<file path="src/rtl/clb_tile_pkg.sv">
package clb_tile_pkg;
  localparam int LUT_K     = 4;
  localparam int NUM_SIDES = 4;
  localparam int NUM_DIRS  = NUM_SIDES * (NUM_SIDES - 1);

  // Directed side pair index: source side, then destination side skipping the source.
  function automatic int pip_pair(input int src, input int dst);
    return src * (NUM_SIDES - 1) + ((dst > src) ? dst - 1 : dst);
  endfunction
endpackage

</file>
<file path="src/rtl/cfg_chain.sv">
module cfg_chain #(
  parameter int W = 94
) (
  input  logic         clk,
  input  logic         rst_n,
  input  logic         shift_en,
  input  logic         scan_in,
  output logic [W-1:0] cfg,
  output logic         scan_out
);
  logic [W-1:0] cfg_q, cfg_nxt;

  always_comb begin
    cfg_nxt = cfg_q;
    if (shift_en) cfg_nxt = {cfg_q[W-2:0], scan_in};
  end

  always_ff @(posedge clk or negedge rst_n) begin
    if (!rst_n) cfg_q <= '0;
    else        cfg_q <= cfg_nxt;
  end

  assign cfg      = cfg_q;
  assign scan_out = cfg_q[W-1];

  AST_CFG_HOLD: assert property (@(posedge clk) disable iff (!rst_n)
    !shift_en |=> $stable(cfg_q));
endmodule

</file>
<file path="src/rtl/lut_cell.sv">
module lut_cell #(
  parameter int K = 4
) (
  input  logic            clk,
  input  logic            rst_n,
  input  logic            hold,
  input  logic [2**K-1:0] table_bits,
  input  logic            use_reg,
  input  logic [K-1:0]    sel_in,
  output logic            raw,
  output logic            result
);
  logic q_q, q_nxt;

  assign raw = table_bits[sel_in];

  always_comb begin
    q_nxt = q_q;
    if (!hold) q_nxt = raw;
  end

  always_ff @(posedge clk or negedge rst_n) begin
    if (!rst_n) q_q <= 1'b0;
    else        q_q <= q_nxt;
  end

  assign result = use_reg ? q_q : raw;

  AST_STORE_FROZEN: assert property (@(posedge clk) disable iff (!rst_n)
    hold |=> $stable(q_q));
endmodule

</file>
<file path="src/rtl/input_select.sv">
module input_select #(
  parameter int TRK  = 5,
  parameter int SELW = 3
) (
  input  logic [TRK-1:0]  side_trk,
  input  logic [SELW-1:0] sel,
  output logic            pin
);
  always_comb begin
    pin = &sel;
    for (int t = 0; t < TRK; t++) begin
      if (sel == SELW'(t)) pin = side_trk[t];
    end
  end
endmodule

</file>
<file path="src/rtl/switch_box.sv">
module switch_box
  import clb_tile_pkg::*;
#(
  parameter int TRK     = 5,
  parameter int OUT_TRK = 0
) (
  input  logic [NUM_SIDES*TRK-1:0] trk_in,
  input  logic [NUM_DIRS*TRK-1:0]  pip_en,
  input  logic [NUM_SIDES-1:0]     drv_en,
  input  logic                     drv_val,
  output logic [NUM_SIDES*TRK-1:0] trk_out
);
  always_comb begin
    trk_out = '0;
    for (int s = 0; s < NUM_SIDES; s++) begin
      for (int d = 0; d < NUM_SIDES; d++) begin
        if (s != d) begin
          for (int t = 0; t < TRK; t++) begin
            if (pip_en[pip_pair(s, d)*TRK + t])
              trk_out[d*TRK + t] = trk_out[d*TRK + t] | trk_in[s*TRK + t];
          end
        end
      end
    end
    for (int k = 0; k < NUM_SIDES; k++) begin
      if (drv_en[k])
        trk_out[k*TRK + OUT_TRK] = trk_out[k*TRK + OUT_TRK] | drv_val;
    end
  end
endmodule

</file>
<file path="src/rtl/clb_tile.sv">
module clb_tile
  import clb_tile_pkg::*;
#(
  parameter int TRK     = 5,
  parameter int OUT_TRK = 0
) (
  input  logic                 clk,
  input  logic                 rst_n,
  input  logic                 cfg_en,
  input  logic                 scan_in,
  output logic                 scan_out,
  input  logic [4*TRK-1:0]     trk_in,
  output logic [4*TRK-1:0]     trk_out
);
  localparam int SELW     = $clog2(TRK + 3);
  localparam int LUT_BITS = 2 ** LUT_K;
  localparam int REG_BIT  = LUT_BITS;
  localparam int SEL_LO   = REG_BIT + 1;
  localparam int OE_LO    = SEL_LO + NUM_SIDES * SELW;
  localparam int SPARE    = OE_LO + NUM_SIDES;
  localparam int PIP_LO   = SPARE + 1;
  localparam int NPIP     = NUM_DIRS * TRK;
  localparam int CFG_W    = PIP_LO + NPIP;

  logic [CFG_W-1:0]     cfg;
  logic [LUT_K-1:0]     lut_in;
  logic                 lut_raw, lut_res;
  logic [4*TRK-1:0]     sb_out;

  cfg_chain #(.W(CFG_W)) u_chain (
    .clk      (clk),
    .rst_n    (rst_n),
    .shift_en (cfg_en),
    .scan_in  (scan_in),
    .cfg      (cfg),
    .scan_out (scan_out)
  );

  for (genvar k = 0; k < LUT_K; k++) begin : g_isel
    input_select #(.TRK(TRK), .SELW(SELW)) u_isel (
      .side_trk (trk_in[k*TRK +: TRK]),
      .sel      (cfg[SEL_LO + k*SELW +: SELW]),
      .pin      (lut_in[k])
    );
  end

  lut_cell #(.K(LUT_K)) u_lut (
    .clk        (clk),
    .rst_n      (rst_n),
    .hold       (cfg_en),
    .table_bits (cfg[LUT_BITS-1:0]),
    .use_reg    (cfg[REG_BIT]),
    .sel_in     (lut_in),
    .raw        (lut_raw),
    .result     (lut_res)
  );

  switch_box #(.TRK(TRK), .OUT_TRK(OUT_TRK)) u_sb (
    .trk_in  (trk_in),
    .pip_en  (cfg[PIP_LO +: NPIP]),
    .drv_en  (cfg[OE_LO +: NUM_SIDES]),
    .drv_val (lut_res),
    .trk_out (sb_out)
  );

  assign trk_out = cfg_en ? '0 : sb_out;

  AST_SCAN_ADVANCE: assert property (@(posedge clk) disable iff (!rst_n)
    cfg_en |=> scan_out == $past(cfg[CFG_W-2]));

  AST_UNDRIVEN_ZERO: assert property (@(posedge clk) disable iff (!rst_n)
    (!cfg_en && cfg[PIP_LO +: NPIP] == '0 && cfg[OE_LO +: NUM_SIDES] == '0)
      |-> trk_out == '0);

  AST_BYPASS_PATH: assert property (@(posedge clk) disable iff (!rst_n)
    (!cfg_en && !cfg[REG_BIT] && cfg[PIP_LO +: NPIP] == '0
      && cfg[OE_LO +: NUM_SIDES] == 4'b0001)
      |-> trk_out[OUT_TRK] == lut_raw);
endmodule

</file>
<file path="config.mk">
export PLATFORM = sky130hd
export DESIGN_NAME = clb_tile
export DESIGN_NICKNAME = d
export VERILOG_FILES = /design/src/rtl/clb_tile_pkg.sv /design/src/rtl/cfg_chain.sv /design/src/rtl/lut_cell.sv /design/src/rtl/input_select.sv /design/src/rtl/switch_box.sv /design/src/rtl/clb_tile.sv
export SDC_FILE = /design/constraint.sdc
export NUM_CORES = 1
export LEC_CHECK = 0
export ABC_AREA = 1
export BUFFER_PORTS_ARGS = -buffer_cell sky130_fd_sc_hd__clkbuf_2
export CORE_MARGIN = 1
export CORE_UTILIZATION = 30
export DETAILED_ROUTE_END_ITERATION = 10
export PLACE_DENSITY = 0.43
export RECOVER_POWER = 100
export SLEW_MARGIN = 25
export SYNTH_ARGS = -nofsm -noshare
export SYNTH_HDL_FRONTEND = slang
export SYNTH_SLANG_ARGS = --single-unit
</file>
<file path="constraint.sdc">
create_clock -name clk -period 2.4 [get_ports clk]
set_input_delay 0 -clock clk [delete_from_list [all_inputs] [get_ports clk]]
set_output_delay 0 -clock clk [all_outputs]
set_load 0.1 [all_outputs]
</file>
==> metrics.md, run 1 <==
| Metric | Value |
|---|---|
| Status | `completed` |
| Avg WL per Cell | `15.7 µm` |
| DP Area | `4950 µm²` |
| Starting density of the core | `0.308` |
| Hold Path Class | `in -> reg` |
| R2r startpoint | `u_chain.cfg[19]` |
| Synth cell count leaders | `nand2_1 (150), o21ai_0 (116), inv_1 (113), dfrtp_1 (95), clkbuf_1 (19)` |
| Die Ht | `124 µm` |
| Worst Setup EP | `trk_out[15]` |
| DR pass1 iterations | `4` |
| Post-synth EDFFs | `0` |
| Post-synthesis instance total | `570` |
| Slew Viols, Final | `0` |
| Sequential group share of total power | `0.427` |
| Final nets | `632` |
| Net Sw Power | `1.77 mW` |
| Reg2Reg Setup Slack | `830 ps` |
| Post-Route WL | `12,500 µm` |
| Combinational Power Share | `0.269` |
| CTS Buf Count | `9` |
| Worst slew margin | `0.0133` |
| Clk slew on worst S/H paths | `70 ps` |
| FF+latch count, synth | `95` |
| Layout Skew | `6.45 ps` |
| Final core utilization | `0.361` |
| Root buffer cell | `clkbuf_16` |
| Top-count cell post-synth | `nand2_1` |
| Final Cell Area | `5250 µm²` |
| Total Die Area | `15,400 µm²` |
| Yosys top cell by area | `dfrtp_1` |
| Placer Congestion | `0.797` |
| Vias | `3,716` |
| Share of cells above drive strength 1 | `0.121` |
| Worst Max-Slew Pin Slew | `1480 ps` |
| Ys flop type | `dfrtp_1` |
| Syn nets | `594` |
| Iter 0 DRT Violations | `260` |
| Unique masters post-synth | `24` |
| Die Wd | `124 µm` |
| Largest stage delay, worst path | `410 ps` |
| Max Cap Viol | `0` |
| Period utilisation layout | `0.906` |
| Final Hold Fails | `0` |
| Port bufs | `44` |
| Core Area | `14,500 µm²` |
| Max Clk Rate | `460 MHz` |
| Final Worst Setup Slack | `226 ps` |
| DR vias/cell | `4.67` |
| YS warnings | `0` |
| Share of the synthesized area in the top cell type | `0.530` |
| Switching Fraction | `0.369` |
| Startpoint Class | `flop` |
| Syn Std Cell Area | `4480 µm²` |
| Final ANT Viol Nets | `0` |
| Max Root-Sink Buffers | `2` |
| Core Rows | `44` |
| Leakage Power | `2.63 nW` |
| Seq/Total Area, Yosys | `0.530` |
| Worst-path fanout max | `9` |
| Grt total ovfl | `0` |
| WHS | `376 ps` |
| Ordered list of cells on the worst path | `inv_1 -> nor2_4 -> nor2_2 -> nand2_4 -> nand3_4 -> nand2_1 -> nand3_1 -> nand3_1 -> nand3b_1 -> nand2_1 -> nand2_2 -> nand3_1 -> nand2_1 -> buf_8` |
| DRC viols | `0` |
| CP Class | `reg -> out` |
| Element type at the critical path end | `output port` |
| First-pass GRT wire length | `20,700 µm` |
| Asr flop ratio synth | `1.00` |
| Initial antenna violation count | `0` |
| Power Dens Cells | `916 nW/µm²` |
| Critical Path Source | `u_chain.cfg[18]` |
| Total power | `4.81 mW` |
| Area growth syn-to-layout | `17.1%` |
| CTS tree | `done` |
| Clk Latency, worst-skew pair | `350 ps` |
| H-tree levels | `3` |
| FF-to-FF path depth | `10` |
| Min Tclk post-route | `2170 ps` |
| Pre-CTS setup slack | `500 ps` |
| Clock power share | `0.305` |
| IO Count | `45` |
| Total track usage | `0.174` |
| Worst IR drop on VDD | `0.404 mV` |
| Critical Path RT | `2400 ps` |
| R2r endpoint | `u_lut.q_q` |
| Vias in the first global route | `3,695` |
| CP max stage cell | `dfrtp_1` |
| Top area cells in the synthesized netlist | `dfrtp_1 (53%), o21ai_0 (13%), nand2_1 (13%)` |
| Sink Count | `95` |
| Syn_area_per_cell | `7.86 µm²` |
| Largest net degree at the start of global routing | `84` |
| Worst hold start | `trk_in[17]` |
| Post-DP HPWL | `9040 µm` |
| Worst EP arrival | `2170 ps` |
| Ant diodes | `0` |
| Internal power | `3.03 mW` |
| Final setup violation count | `0` |
[worst min-delay path by stage]
stage	end	slack, ps	depth (start not counted)
2_1_floorplan	u_chain.cfg[0]	-300	0
3_3_place_gp	u_chain.cfg[76]	150	1
3_5_place_dp	u_chain.cfg[47]	140	1
4_1_cts	u_chain.cfg[45]	150	3
5_1_grt	u_chain.cfg[0]	450	4
6_report	u_lut.q_q	380	7
[stage by stage]
step                setup TNS, ps  instances
finish                          0        796
global route                -10.7        796
CTS                             0        796
detailed placement              0        779
global placement                0        779
floorplan                       0        570
[power by group through the flow]
stage | combinational [mW] | clock, mW | sequential [mW]
2_1_floorplan | 0.945 | 0 | 2.03
3_3_place_gp | 1.28 | 0 | 2.08
3_5_place_dp | 1.29 | 0 | 2.08
4_1_cts | 1.30 | 1.50 | 2.05
5_1_grt | 1.45 | 1.56 | 2.09
6_report | 1.29 | 1.46 | 2.05
[what timing repair did]
item                                    CTS  global route
hold endpoints to repair                 58             0
hold buffers                              2             0
resized for setup                         0            10
endpoints found under the setup margin    0             4
setup buffers                             0             0
[layout make-up]
type | count | area [µm²]
clock buffer | 10 | 239
inverter | 113 | 424
multi-input combinational | 339 | 1610
timing repair buffer | 50 | 314
clock inverter | 5 | 56.3
sequential | 95 | 2380
fill | 1566 | 9280
tap | 184 | 230
[state kept, by name, summed over array words and instances (netlist names)]
signal       count
u_chain.cfg     94
u_lut.q_q        1
[layer usage]
| layer | global-route usage | vias to the layer above | part of all wire |
|---|---|---|---|
| met4 | 0.0695 | 0 | 0.024 |
| li1 | - | 1882 | - |
| met5 | 0 | - | 0 |
| met3 | 0.0246 | 18 | 0.027 |
| met2 | 0.250 | 69 | 0.41 |
| met1 | 0.262 | 1747 | 0.53 |
[critical path, delay by kind of cell (launching register included)]
kind          cells  cell delay (ps)
buf+inv           2              340
flops             1              410
simple gates     12             1070
[cells by family after synthesis]
| family | Yosys count | synth area share |
|---|---|---|
| and+or+nand+nor | 193 | 0.180 |
| AOI/OAI and AO/OA | 146 | 0.175 |
| buffers and inverters | 136 | 0.114 |
| DFF | 95 | 0.530 |
[cell usage in the layout (no fill, tap or decap), types with 3 or more instances in the layout]
cell type  netlist  routed
nand2_1        150     149
o21ai_0        116     115
inv_1          113     112
dfrtp_1         95      94
clkbuf_2         0      28
nand3_1         17      17
o22ai_1         14      14
nand4_1         10      10
clkbuf_16        0       9
nor2_1           8       8
clkbuf_4         0       6
buf_2            1       5
a21oi_1          4       4
clkbuf_1        19       4
nand2_2          2       3
a31o_2           3       3
a22oi_1          3       3
o21bai_1         3       3
buf_6            0       3
No activity file was read; power rests on OpenSTA's default activity.
==> inputs of run 2 (changes only) <==
--- a/config.mk
+++ b/config.mk
@@ -10,7 +10,7 @@
 export CORE_MARGIN = 1
 export CORE_UTILIZATION = 30
 export DETAILED_ROUTE_END_ITERATION = 10
-export PLACE_DENSITY = 0.43
+export PLACE_DENSITY = 0.45
 export RECOVER_POWER = 100
 export SLEW_MARGIN = 25
 export SYNTH_ARGS = -nofsm -noshare
==> constraint.sdc (replaced) <==
create_clock -name clk -period 1.9 [get_ports clk]
set_input_delay 0 -clock clk [delete_from_list [all_inputs] [get_ports clk]]
set_output_delay 0 -clock clk [all_outputs]
set_load 0.1 [all_outputs]
==> metrics.md, run 2 (synthesis gave the netlist of run 1 again) <==
| Metric | Value |
|---|---|
| Max Clk Rate | `463 MHz` |
| Worst-path fanout max | `8 (-1)` |
| Worst IR drop on VDD | `0.472 mV (+17%)` |
| Worst slew margin | `0.410 (+0.397)` |
| Final Worst Setup Slack | `-260 ps (-486 ps)` |
| FF-to-FF path depth | `11 (+1)` |
| Element type at the critical path end | `output port` |
| CTS tree | `done` |
| Placer Congestion | `0.824 (+3.3%)` |
| DR vias/cell | `4.72 (+1.0%)` |
| Port bufs | `44 (unchanged)` |
| Starting density of the core | `0.308 (unchanged)` |
| Core Area | `14,500 µm² (unchanged)` |
| Final Hold Fails | `0 (unchanged)` |
| Initial antenna violation count | `0 (unchanged)` |
| Final std cells w/o fill | `810 (+1.8%)` |
| IO Count | `45 (unchanged)` |
| Final nets | `645 (+2.1%)` |
| Most frequent cells in the layout | `nand2_1 (140), o21ai_0 (113), inv_1 (110)` |
| Pre-CTS setup slack | `23.2 ps (-477 ps)` |
| Total Die Area | `15,400 µm² (unchanged)` |
| Hold depth | `3 (-4)` |
| Vias | `3,821 (+2.8%)` |
| Min Tclk post-route | `2160 ps` |
| WL met2 | `5450 µm (+5.1%)` |
| Max Root-Sink Buffers | `2 (unchanged)` |
| Largest net degree at the start of global routing | `70 (-17%)` |
| DP Area | `5220 µm² (+5.4%)` |
| Hold Path Class | `in -> reg` |
| Clk slew on worst S/H paths | `70 ps (about the same)` |
| Failing checks | `setup timing` |
| Final setup violation count | `4 (+4)` |
| R2r startpoint | `u_chain.cfg[18]` |
| Period utilisation layout | `1.14` |
| Max reg flops | `94 (unchanged)` |
| First-pass GRT wire length | `20,500 µm (-0.77%)` |
| Share of cells above drive strength 1 | `0.177 (+0.0564)` |
| Worst Max-Slew Pin Slew | `885 ps (-595 ps)` |
| Post-Route WL | `12,600 µm (+0.88%)` |
| Vias in the first global route | `3,736 (+1.1%)` |
| Met3 routed WL | `434 µm (+28%)` |
| Status | `finished with violations` |
| Startpoint Class | `flop` |
| Leakage Power | `2.77 nW (+5.3%)` |
| Area growth syn-to-layout | `26.0%` |
| Max Cap Viol | `0 (unchanged)` |
| H-tree levels | `3 (unchanged)` |
| DRC viols | `0 (unchanged)` |
| Placed insts | `785 (+0.77%)` |
| Layout Skew | `6.40 ps (-0.0495 ps)` |
| CP Class | `reg -> out` |
| Avg WL per Cell | `15.6 µm (-0.87%)` |
| Core Rows | `44 (unchanged)` |
| R2r endpoint | `u_lut.q_q` |
| Total track usage | `0.173 (-0.00104)` |
| Grt total ovfl | `0 (unchanged)` |
| Most common cell after layout, fill and taps aside | `nand2_1` |
| Post-DP HPWL | `9160 µm (+1.3%)` |
| Reg2Reg Setup Slack | `280 ps (-550 ps)` |
| RSZ-0062 raised after global routing | `true` |
| CTS Buf Count | `9 (unchanged)` |
| Ant diodes | `0 (unchanged)` |
| Clk Latency, worst-skew pair | `350 ps (about the same)` |
| Final core utilization | `0.388 (+0.0272)` |
| Worst hold start | `cfg_en` |
| Die Wd | `124 µm (unchanged)` |
| Worst EP arrival | `2160 ps (about the same)` |
| Power Dens Cells | `1110 nW/µm² (+21%)` |
| Hold EP | `u_chain.cfg[92]` |
| Sink Count | `95 (unchanged)` |
| Final ANT Viol Nets | `0 (unchanged)` |
| Root buffer cell | `clkbuf_16` |
| DR pass1 iterations | `5 (+1)` |
| M1 WL | `6390 µm (-4.4%)` |
| Final Cell Area | `5650 µm² (+7.5%)` |
| Critical Path RT | `1900 ps (-500 ps)` |
| Slew Viols, Final | `0 (unchanged)` |
| Top routing layer in use | `met4` |
| Iter 0 DRT Violations | `228 (-12%)` |
| Die Ht | `124 µm (unchanged)` |
run 2: final cells by class:
| type | count | area, µm² |
|---|---|---|
| clock buffers | 11 | 243 |
| clock inverters | 5 | 33.8 |
| fillers | 1553 | 8890 |
| inverters | 113 | 424 |
| multi-input cells | 341 | 1700 |
| flip-flops and latches | 95 | 2380 |
| well taps | 184 | 230 |
| repair buffers | 61 | 631 |
run 2: how the worst max path moves through the flow:
stage                          from     endpoint  slack, ps
global route        u_chain.cfg[18]  trk_out[15]       -410
detailed placement  u_chain.cfg[17]  trk_out[15]         20
floorplan           u_chain.cfg[93]  trk_out[14]         30
CTS                 u_chain.cfg[18]  trk_out[15]       -270
global placement    u_chain.cfg[17]  trk_out[15]        120
finish              u_chain.cfg[18]  trk_out[15]       -260
run 2: metal layers:
layer / global-route usage / up-vias
met2: 0.250 / 88
met5: 0 / -
met4: 0.0836 / 0
met3: 0.0259 / 21
li1: - / 1905
met1: 0.252 / 1807
run 2: stage by stage:
stage,hold WS (ps),power [mW],setup TNS (ps)
CTS,36.3,6.21,-984
global placement,-21.9,4.41,0
global route,271,6.61,-1600
finish,220,6.26,-985
detailed placement,-15.3,4.44,0
floorplan,-296,3.77,0
run 2: worst max-delay path: stages, from the launching register on:
cell and delay, ps:
dfrtp_1 420, inv_2 70, nor2_4 190, nor2_4 70, nand2_4 100, nand3_4 130
nand2_2 100, nand3_2 60, nand3_1 90, nand3b_1 90, nand2_2 110, nand2_4 80
nand3_2 70, nand2_2 80, buf_12 170
run 2: power breakdown:
part | switching [mW] | internal, mW | total, mW
Combinational | 1.31 | 0.632 | 1.94
Clock | 0.800 | 0.922 | 1.72
Sequential | 0.243 | 2.35 | 2.60
Total | 2.35 | 3.91 | 6.26
run 2: repair_timing:
action                                  in CTS  in global routing
gates cloned                                 0                  2
endpoints found under the setup margin       4                  4
endpoints found under the hold margin       63                  0
setup buffers                                0                  5
hold buffers                                 2                  0
resized for setup                           11                 16
pin swaps                                    1                  6
